[src/rtl/ptw_pkg.sv]
package ptw_pkg;
  typedef enum logic [2:0] {
    FLT_NONE = 3'd0,
    FLT_ACV  = 3'd1,
    FLT_TNV  = 3'd2,
    FLT_FOR  = 3'd3,
    FLT_FOW  = 3'd4,
    FLT_FOE  = 3'd5
  } ptw_fault_e;

  typedef enum logic [2:0] {
    ST_IDLE, ST_CHECK, ST_L1, ST_L2, ST_L3, ST_DONE
  } ptw_state_e;

  localparam int unsigned ACC_R     = 0;
  localparam int unsigned ACC_W     = 1;
  localparam int unsigned ACC_X     = 2;
  localparam int unsigned PTE_VLD   = 0;
  localparam int unsigned PTE_KRD   = 8;
  localparam int unsigned PTE_KWR   = 12;
  localparam int unsigned FRAME_LSB = 32;
endpackage

[src/rtl/ptw_precheck.sv]
module ptw_precheck #(
  parameter int unsigned VA_BITS  = 43,
  parameter int unsigned WIN_LSB  = 41,
  parameter int unsigned MOVE_SRC = 40,
  parameter int unsigned MOVE_DST = 43
) (
  input  logic [63:0] va,
  output logic        canonical,
  output logic        kwindow,
  output logic [63:0] kwin_pa
);
  localparam int unsigned EXT_W = 64 - VA_BITS;

  assign canonical = (va[63:VA_BITS] == {EXT_W{va[63]}});
  assign kwindow   = va[63] && (va[WIN_LSB+1:WIN_LSB] == 2'b10);

  always_comb begin
    kwin_pa                 = '0;
    kwin_pa[MOVE_SRC-1:0]   = va[MOVE_SRC-1:0];
    kwin_pa[MOVE_DST]       = va[MOVE_SRC];
  end
endmodule

[src/rtl/ptw_index.sv]
module ptw_index #(
  parameter int unsigned PAGE_BITS = 13,
  parameter int unsigned IDX_BITS  = 10
) (
  input  logic [PAGE_BITS+3*IDX_BITS-1:0] va_low,
  input  logic [1:0]                      level,
  input  logic [63:0]                     base,
  output logic [63:0]                     entry_addr
);
  localparam int unsigned PAD_W = 64 - IDX_BITS - 3;

  logic [IDX_BITS-1:0] idx;

  always_comb begin
    case (level)
      2'd0:    idx = va_low[PAGE_BITS+2*IDX_BITS +: IDX_BITS];
      2'd1:    idx = va_low[PAGE_BITS+IDX_BITS   +: IDX_BITS];
      default: idx = va_low[PAGE_BITS            +: IDX_BITS];
    endcase
    entry_addr = base + {{PAD_W{1'b0}}, idx, 3'b000};
  end
endmodule

[src/rtl/ptw_leaf_eval.sv]
module ptw_leaf_eval
  import ptw_pkg::*;
(
  input  logic [15:0] pte_lo,
  input  logic [2:0]  acc,
  input  logic [1:0]  mode,
  output logic [2:0]  fault,
  output logic [2:0]  prot
);
  logic       rd_en, wr_en;
  logic [2:0] granted, kept;

  always_comb begin
    rd_en   = pte_lo[PTE_KRD + 32'(mode)];
    wr_en   = pte_lo[PTE_KWR + 32'(mode)];
    granted = {rd_en, wr_en, rd_en};
    kept    = granted & ~pte_lo[3:1];
    fault   = FLT_NONE;
    prot    = kept;
    if (!pte_lo[PTE_VLD]) begin
      fault = FLT_TNV;
      prot  = '0;
    end else if ((acc != 3'b000) && ((granted & acc) == 3'b000)) begin
      fault = FLT_ACV;
      prot  = granted;
    end else if ((acc != 3'b000) && ((kept & acc) == 3'b000)) begin
      if (acc[ACC_X])      fault = FLT_FOE;
      else if (acc[ACC_W]) fault = FLT_FOW;
      else                 fault = FLT_FOR;
    end
  end
endmodule

[src/rtl/ptw_walker.sv]
module ptw_walker
  import ptw_pkg::*;
#(
  parameter int unsigned VA_BITS   = 43,
  parameter int unsigned PAGE_BITS = 13,
  parameter int unsigned IDX_BITS  = 10
) (
  input  logic        clk,
  input  logic        rst_n,
  input  logic        req_valid,
  output logic        req_ready,
  input  logic [63:0] req_va,
  input  logic [2:0]  req_acc,
  input  logic [1:0]  req_mode,
  input  logic [63:0] tbl_base,
  output logic        mem_rd_valid,
  input  logic        mem_rd_ready,
  output logic [63:0] mem_rd_addr,
  input  logic        mem_rsp_valid,
  input  logic [63:0] mem_rsp_data,
  output logic        done,
  output logic        done_ok,
  output logic [2:0]  done_fault,
  output logic [63:0] done_pa,
  output logic [2:0]  done_prot
);
  localparam int unsigned WALK_W = PAGE_BITS + 3*IDX_BITS;
  localparam int unsigned FRM_W  = 64 - FRAME_LSB;

  // reset synchroniser: assert asynchronously, release on the clock
  logic rst_meta_n, rst_int_n;
  always_ff @(posedge clk or negedge rst_n) begin
    if (!rst_n) begin
      rst_meta_n <= 1'b0;
      rst_int_n  <= 1'b0;
    end else begin
      rst_meta_n <= 1'b1;
      rst_int_n  <= rst_meta_n;
    end
  end

  ptw_state_e  state_q, state_d;
  logic [63:0] va_q, va_d, base_q, base_d, pa_q, pa_d;
  logic [2:0]  acc_q, acc_d, fault_q, fault_d, prot_q, prot_d;
  logic [1:0]  mode_q, mode_d;
  logic        pend_q, pend_d;

  logic        canonical, kwindow;
  logic [63:0] kwin_pa, entry_addr, next_base;
  logic [1:0]  level;
  logic [2:0]  leaf_fault, leaf_prot;

  ptw_precheck #(.VA_BITS(VA_BITS)) u_pre (
    .va(va_q), .canonical(canonical), .kwindow(kwindow), .kwin_pa(kwin_pa)
  );

  always_comb begin
    case (state_q)
      ST_L1:   level = 2'd0;
      ST_L2:   level = 2'd1;
      default: level = 2'd2;
    endcase
  end

  ptw_index #(.PAGE_BITS(PAGE_BITS), .IDX_BITS(IDX_BITS)) u_idx (
    .va_low(va_q[WALK_W-1:0]), .level(level), .base(base_q), .entry_addr(entry_addr)
  );

  ptw_leaf_eval u_leaf (
    .pte_lo(mem_rsp_data[15:0]), .acc(acc_q), .mode(mode_q),
    .fault(leaf_fault), .prot(leaf_prot)
  );

  assign next_base = {{FRM_W{1'b0}}, mem_rsp_data[63:FRAME_LSB]} << PAGE_BITS;

  // next-state process
  always_comb begin
    state_d = state_q;
    va_d    = va_q;
    acc_d   = acc_q;
    mode_d  = mode_q;
    base_d  = base_q;
    pend_d  = pend_q;
    fault_d = fault_q;
    pa_d    = pa_q;
    prot_d  = prot_q;
    case (state_q)
      ST_IDLE: begin
        if (req_valid) begin
          va_d    = req_va;
          acc_d   = req_acc;
          mode_d  = req_mode;
          state_d = ST_CHECK;
        end
      end
      ST_CHECK: begin
        pa_d    = '0;
        prot_d  = '0;
        fault_d = FLT_NONE;
        if (!canonical) begin
          fault_d = FLT_ACV;
          state_d = ST_DONE;
        end else if (kwindow) begin
          if (mode_q != 2'd0) begin
            fault_d = FLT_ACV;
          end else begin
            pa_d   = kwin_pa;
            prot_d = 3'b111;
          end
          state_d = ST_DONE;
        end else begin
          base_d  = tbl_base;
          state_d = ST_L1;
        end
      end
      ST_L1, ST_L2, ST_L3: begin
        if (!pend_q) begin
          if (mem_rd_ready) pend_d = 1'b1;
        end else if (mem_rsp_valid) begin
          pend_d = 1'b0;
          if (state_q == ST_L3) begin
            fault_d = leaf_fault;
            prot_d  = leaf_prot;
            pa_d    = next_base | {{(64-PAGE_BITS){1'b0}}, va_q[PAGE_BITS-1:0]};
            state_d = ST_DONE;
          end else if (!mem_rsp_data[PTE_VLD]) begin
            fault_d = FLT_TNV;
            state_d = ST_DONE;
          end else if (!mem_rsp_data[PTE_KRD]) begin
            fault_d = FLT_ACV;
            state_d = ST_DONE;
          end else begin
            base_d  = next_base;
            state_d = (state_q == ST_L1) ? ST_L2 : ST_L3;
          end
        end
      end
      ST_DONE: state_d = ST_IDLE;
      default: state_d = ST_IDLE;
    endcase
  end

  // register process
  always_ff @(posedge clk or negedge rst_int_n) begin
    if (!rst_int_n) begin
      state_q <= ST_IDLE;
      va_q    <= '0;
      acc_q   <= '0;
      mode_q  <= '0;
      base_q  <= '0;
      pend_q  <= 1'b0;
      fault_q <= FLT_NONE;
      pa_q    <= '0;
      prot_q  <= '0;
    end else begin
      state_q <= state_d;
      pend_q  <= pend_d;
      if (state_q == ST_IDLE) begin
        va_q   <= va_d;
        acc_q  <= acc_d;
        mode_q <= mode_d;
      end
      if (state_q != ST_IDLE) begin
        base_q  <= base_d;
        fault_q <= fault_d;
        pa_q    <= pa_d;
        prot_q  <= prot_d;
      end
    end
  end

  assign req_ready    = (state_q == ST_IDLE);
  assign mem_rd_valid = ((state_q == ST_L1) || (state_q == ST_L2) || (state_q == ST_L3)) && !pend_q;
  assign mem_rd_addr  = entry_addr;
  assign done         = (state_q == ST_DONE);
  assign done_ok      = done && (fault_q == FLT_NONE);
  assign done_fault   = fault_q;
  assign done_pa      = pa_q;
  assign done_prot    = prot_q;
endmodule

[config.mk]
export PLATFORM = sky130hd
export DESIGN_NAME = ptw_walker
export DESIGN_NICKNAME = d
export VERILOG_FILES = /design/src/rtl/ptw_pkg.sv /design/src/rtl/ptw_precheck.sv /design/src/rtl/ptw_index.sv /design/src/rtl/ptw_leaf_eval.sv /design/src/rtl/ptw_walker.sv
export SDC_FILE = /design/constraint.sdc
export NUM_CORES = 1
export LEC_CHECK = 0
export ABC_AREA = 1
export BUFFER_PORTS_ARGS = -buffer_cell sky130_fd_sc_hd__buf_2
export CORE_AREA = 2 2 221 223
export CTS_CLUSTER_SIZE = 12
export DETAILED_ROUTE_END_ITERATION = 6
export DIE_AREA = 0 0 223 225
export PLACE_DENSITY = 0.59
export SLEW_MARGIN = 20
export SYNTH_ARGS = -nofsm -noshare
export SYNTH_HDL_FRONTEND = slang
export SYNTH_HIERARCHICAL = 1
export SYNTH_SLANG_ARGS = --single-unit
[constraint.sdc]
create_clock -name clk -period 6.7 [get_ports clk]
set_input_delay 0.335 -clock clk [delete_from_list [all_inputs] [get_ports clk]]
set_output_delay 0.335 -clock clk [all_outputs]
set_load 0.05 [all_outputs]
==> metrics.log <==
[metrics] run status: complete, no violations
[metrics] count of buffers from port buffering: 319
[metrics] number of global-route vias before repair: around 14,000
[metrics] clk root buf: clkbuf_16
[metrics] total overflow reported by the global router: 0
[metrics] cell types with the highest counts after synthesis: nand2_1 (817), nand3_1 (255), dfrtp_1 (209)
[metrics] peak fanout along the critical path: 28
[metrics] crit path buf inv count: 3
[metrics] proportion of layout cells with a drive suffix above 1: approximately a fifth
[metrics] htree depth: 1
[metrics] number of sinks driven by the clock tree: between 200 and 250
[metrics] largest stage delay on the critical path: 510 ps
[metrics] worst endpoint data arrival time: 4880 ps
[metrics] Synth warnings: 6
[metrics] Hold Path Class: in -> reg
[metrics] most common flop cell mapped by yosys: dfrtp_1
[metrics] startpoint of the worst hold path: req_acc[2]
[metrics] Critical R2R Capture: done_pa[27]
[metrics] number of rows created at floorplan: 80
[metrics] aggregate global-route resource usage: between 20% and 30%
[metrics] Top cell by count, worst path: nand2_1
[metrics] final wirelength: 51,900 um
[metrics] count of final hold-check violations: 0
[metrics] start point of the critical path: state_q[2]
[metrics] relative contribution of the clock network to total power: a little under a fifth
[metrics] full die area: 50,200 um^2
[metrics] GPL Wtd Cong: 0.895
[metrics] slowest stage cell, crit path: dfrtp_1
[metrics] sequential cell fraction of total power: 28.3%
[metrics] Worst Hold Endpoint: acc_q[2]
[metrics] setup repair after global routing missed its margin: false
[metrics] worst vdd ir: between 0.0002 and 0.00025 V
[metrics] Cell Count, Final, Fillers Out: slightly below 3,000
[metrics] horizontal extent of the die: around 220 um
[metrics] min setup slack post-route: approximately 1500 ps
[metrics] final cell area excluding filler cells: 16,800 um^2
[metrics] slew at the pin closest to its max-slew limit: 992 ps
[metrics] most used standard cell by instance count after synthesis: nand2_1
[metrics] Top delay family on crit path: simple AND/OR/NAND/NOR gates
[metrics] fmax: 192 MHz
[metrics] drt pass-1 iters: 5
[metrics] pin count of the biggest net entering global routing: 92
[metrics] first-pass GRT wire length: 78,900 um
[metrics] number of cells in the design after placement: approximately 2,800
[metrics] post-synthesis instance total: ~2,000
[metrics] logic gate share of total power: between 50% and 60%
[metrics] final count of pins violating max slew: 0
[metrics] core region area: 47,500 um^2
[metrics] net load switching power: about 4.8 mW
[metrics] clock tree from TritonCTS: done
[metrics] Clock Latency Late Sink: approximately 570 ps
[metrics] crit path cell chain: inv_2, nand2_2, buf_4, nor2_1, a221oi_1, nor2_1, ha_1, nand2_1, nor2_2, nand3_1, nand3_2, nand2_1, nand2_1, nand3_1, nand2_1, buf_2
[metrics] critical path start-end classification: reg -> out
[metrics] Die H: 225 um
[metrics] number of antenna violations at the first check in global routing: 10
[metrics] element type at the critical path start: flop
[metrics] post-synthesis area per instance: 6.70 um^2
[metrics] flip-flop and latch count after synthesis: roughly 210
[metrics] start of the worst register-to-register path: state_q[2]
[metrics] Post-CTS Setup Repair Bufs: 0
[metrics] number of DRC violations after detailed-routing iteration 0: approximately 1,000
[metrics] cell area after placement: between 15,000 and 20,000 um^2
[metrics] Top Ports: 340
[metrics] starting density of the core: between 20% and 30%
[metrics] nets@finish: 2,523
[metrics] Clock Path Buffers: 3
[metrics] total vias in the final route: approximately 14,000
[metrics] Synth area leaders: dfrtp_1 (38%), nand2_1 (22%), nand3_1 (9.3%), nor2_1 (4.7%), buf_4 (4.3%)
[metrics] sequential cell area fraction in the yosys report: 38.2%
[metrics] leakage component of the power: approximately 9.3 nW
[metrics] internal power summed over all cells: ~3.8 mW
[metrics] total DRC errors in the routed layout: 0
[metrics] clock slew at reported path FFs: 60 ps
[metrics] flop2flop setup slack: between 2000 and 3000 ps
[metrics] clock buffers created by TritonCTS: 27
[metrics] Period Utilization, post-route: between 70% and 80%
[metrics] via/cell ratio: 4.81
[metrics] Worst Hold Depth: 3
[metrics] dpl ws: about 2100 ps
[metrics] netlist area before placement: between 10,000 and 15,000 um^2
[metrics] number of distinct library cells after synthesis: 37
[metrics] residual antenna-violating net count after detailed routing: 0
[metrics] data required time of the critical path: ~6400 ps
[metrics] Worst Clk Skew: between 10 and 15 ps
[metrics] post-synth top area cell: dfrtp_1
[metrics] Area Growth Syn to Fin: 22.8%
[metrics] number of enable-type register cells in the synthesized netlist: 0
[metrics] Setup TNS: 0 ps
[metrics] worst-case headroom to the max-slew limit: 33.9%
[metrics] switching power share of the total: a little under three fifths
[metrics] number of maximum-capacitance constraint violations: 0
[metrics] endpoints failing setup: 0
[metrics] post-layout minimum cycle time: approximately 5200 ps
[metrics] Worst Reg2Reg Path Length in Cells: 8
[metrics] WL/cell: roughly 18 um
[metrics] total power divided by cell area: a little over 500 nW/um^2
[metrics] endpoint kind of the worst setup timing path: output pin
[metrics] core utilization of the finished layout: between 30% and 40%
[metrics] HPWL reported at the end of detailed placement: just under 40,000 um
[metrics] async set-reset flop share out of synthesis: 100%
[metrics] fraction of post-synthesis cell area in the top cell type by area: around two fifths
==> power by group through the flow <==
stage,clock network [mW],registers [mW],logic (mW)
floorplan,0,2.69,3.18
global placement,0,2.43,4.58
detailed placement,0,2.46,4.63
CTS,1.60,2.44,4.66
global route,1.64,2.50,5.05
finish,1.56,2.44,4.63
==> logic make-up (layout without fill, tap and decap cells) <==
logic type / count (synthesis) / in the layout / synth area share, %
buf+inv: 318 / 583 / 11.3
flops: 209 / 209 / 38.2
other cells: 2 / 31 / 0.0548
fa+ha+maj: 11 / 11 / 1.06
compound gates: 80 / 80 / 3.35
simple gates: 1394 / 1394 / 44.2
xor+xnor: 29 / 29 / 1.85
==> per-stage QoR <==
stage	total power, mW	hold slack, ps
finish	8.62	31.3
global route	9.20	24.6
CTS	8.70	0.291
detailed placement	7.09	124
global placement	7.01	121
floorplan	5.87	39.4
==> layer usage <==
layer	track usage (%)	vias up	part of all wire, %
met5	0	-	0.090
met4	5.39	8	2.8
met3	3.60	79	6.1
met2	34.5	489	48
met1	26.3	6617	43
li1	-	7002	-
==> placed cells by master, fill, tap and decap left out, types with 6 or more instances in the layout <==
| cell type | n |
|---|---|
| a21oi_1 | 9 |
| a221oi_1 | 10 |
| buf_2 | 319 |
| buf_4 | 15 |
| clkbuf_1 | 6 |
| clkbuf_16 | 27 |
| clkbuf_8 | 6 |
| conb_1 | 24 |
| dfrtp_1 | 208 |
| diode_2 | 7 |
| dlygate4sd3_1 | 53 |
| ha_1 | 10 |
| inv_1 | 137 |
| inv_2 | 9 |
| nand2_1 | 814 |
| nand2_2 | 11 |
| nand3_1 | 255 |
| nand3_2 | 14 |
| nand3b_1 | 17 |
| nand4_1 | 91 |
| nor2_1 | 168 |
| nor2_4 | 7 |
| nor3_1 | 7 |
| o21ai_0 | 52 |
| xnor2_1 | 8 |
| xor2_1 | 21 |
==> sequential cells by signal (all words and copies together) (netlist names) <==
| register | cells |
|---|---|
| base_q | 64 |
| mode_q | 2 |
| done_pa | 64 |
| state_q | 3 |
| acc_q | 3 |
| rst_meta_n | 1 |
| va_q | 64 |
| pend_q | 1 |
| done_prot | 3 |
| rst_int_n | 1 |
| done_fault | 3 |
==> cell type report <==
type | count | area, um^2
Inverter | 147 | 552
Fill cell | 5146 | 30700
Antenna cell | 7 | 17.5
Tap cell | 615 | 769
Multi-Input combinational cell | 1538 | 7050
Timing Repair Buffer | 387 | 2240
Sequential cell | 209 | 5230
Clock buffer | 39 | 781
Clock inverter | 10 | 173
==> worst max path at each step <==
stage                      end  cells after the start
4_1_cts        mem_rd_addr[29]                     17
6_report       mem_rd_addr[52]                     16
2_1_floorplan         acc_q[0]                      0
3_3_place_gp   mem_rd_addr[29]                     17
5_1_grt        mem_rd_addr[29]                     17
3_5_place_dp   mem_rd_addr[29]                     17
==> worst min-delay path, delay by kind of cell <==
kind / cells / cell delay, ps
AND/OR/NAND/NOR: 2 / 150
buffers and inverters: 1 / 80
==> timing repair <==
item,4_1_cts,5_1_grt
endpoints found under the setup margin,0,0
hold buffers,53,0
gates resized for setup,0,0
endpoints found under the hold margin,54,0
No activity file was read; power rests on OpenSTA's default activity.
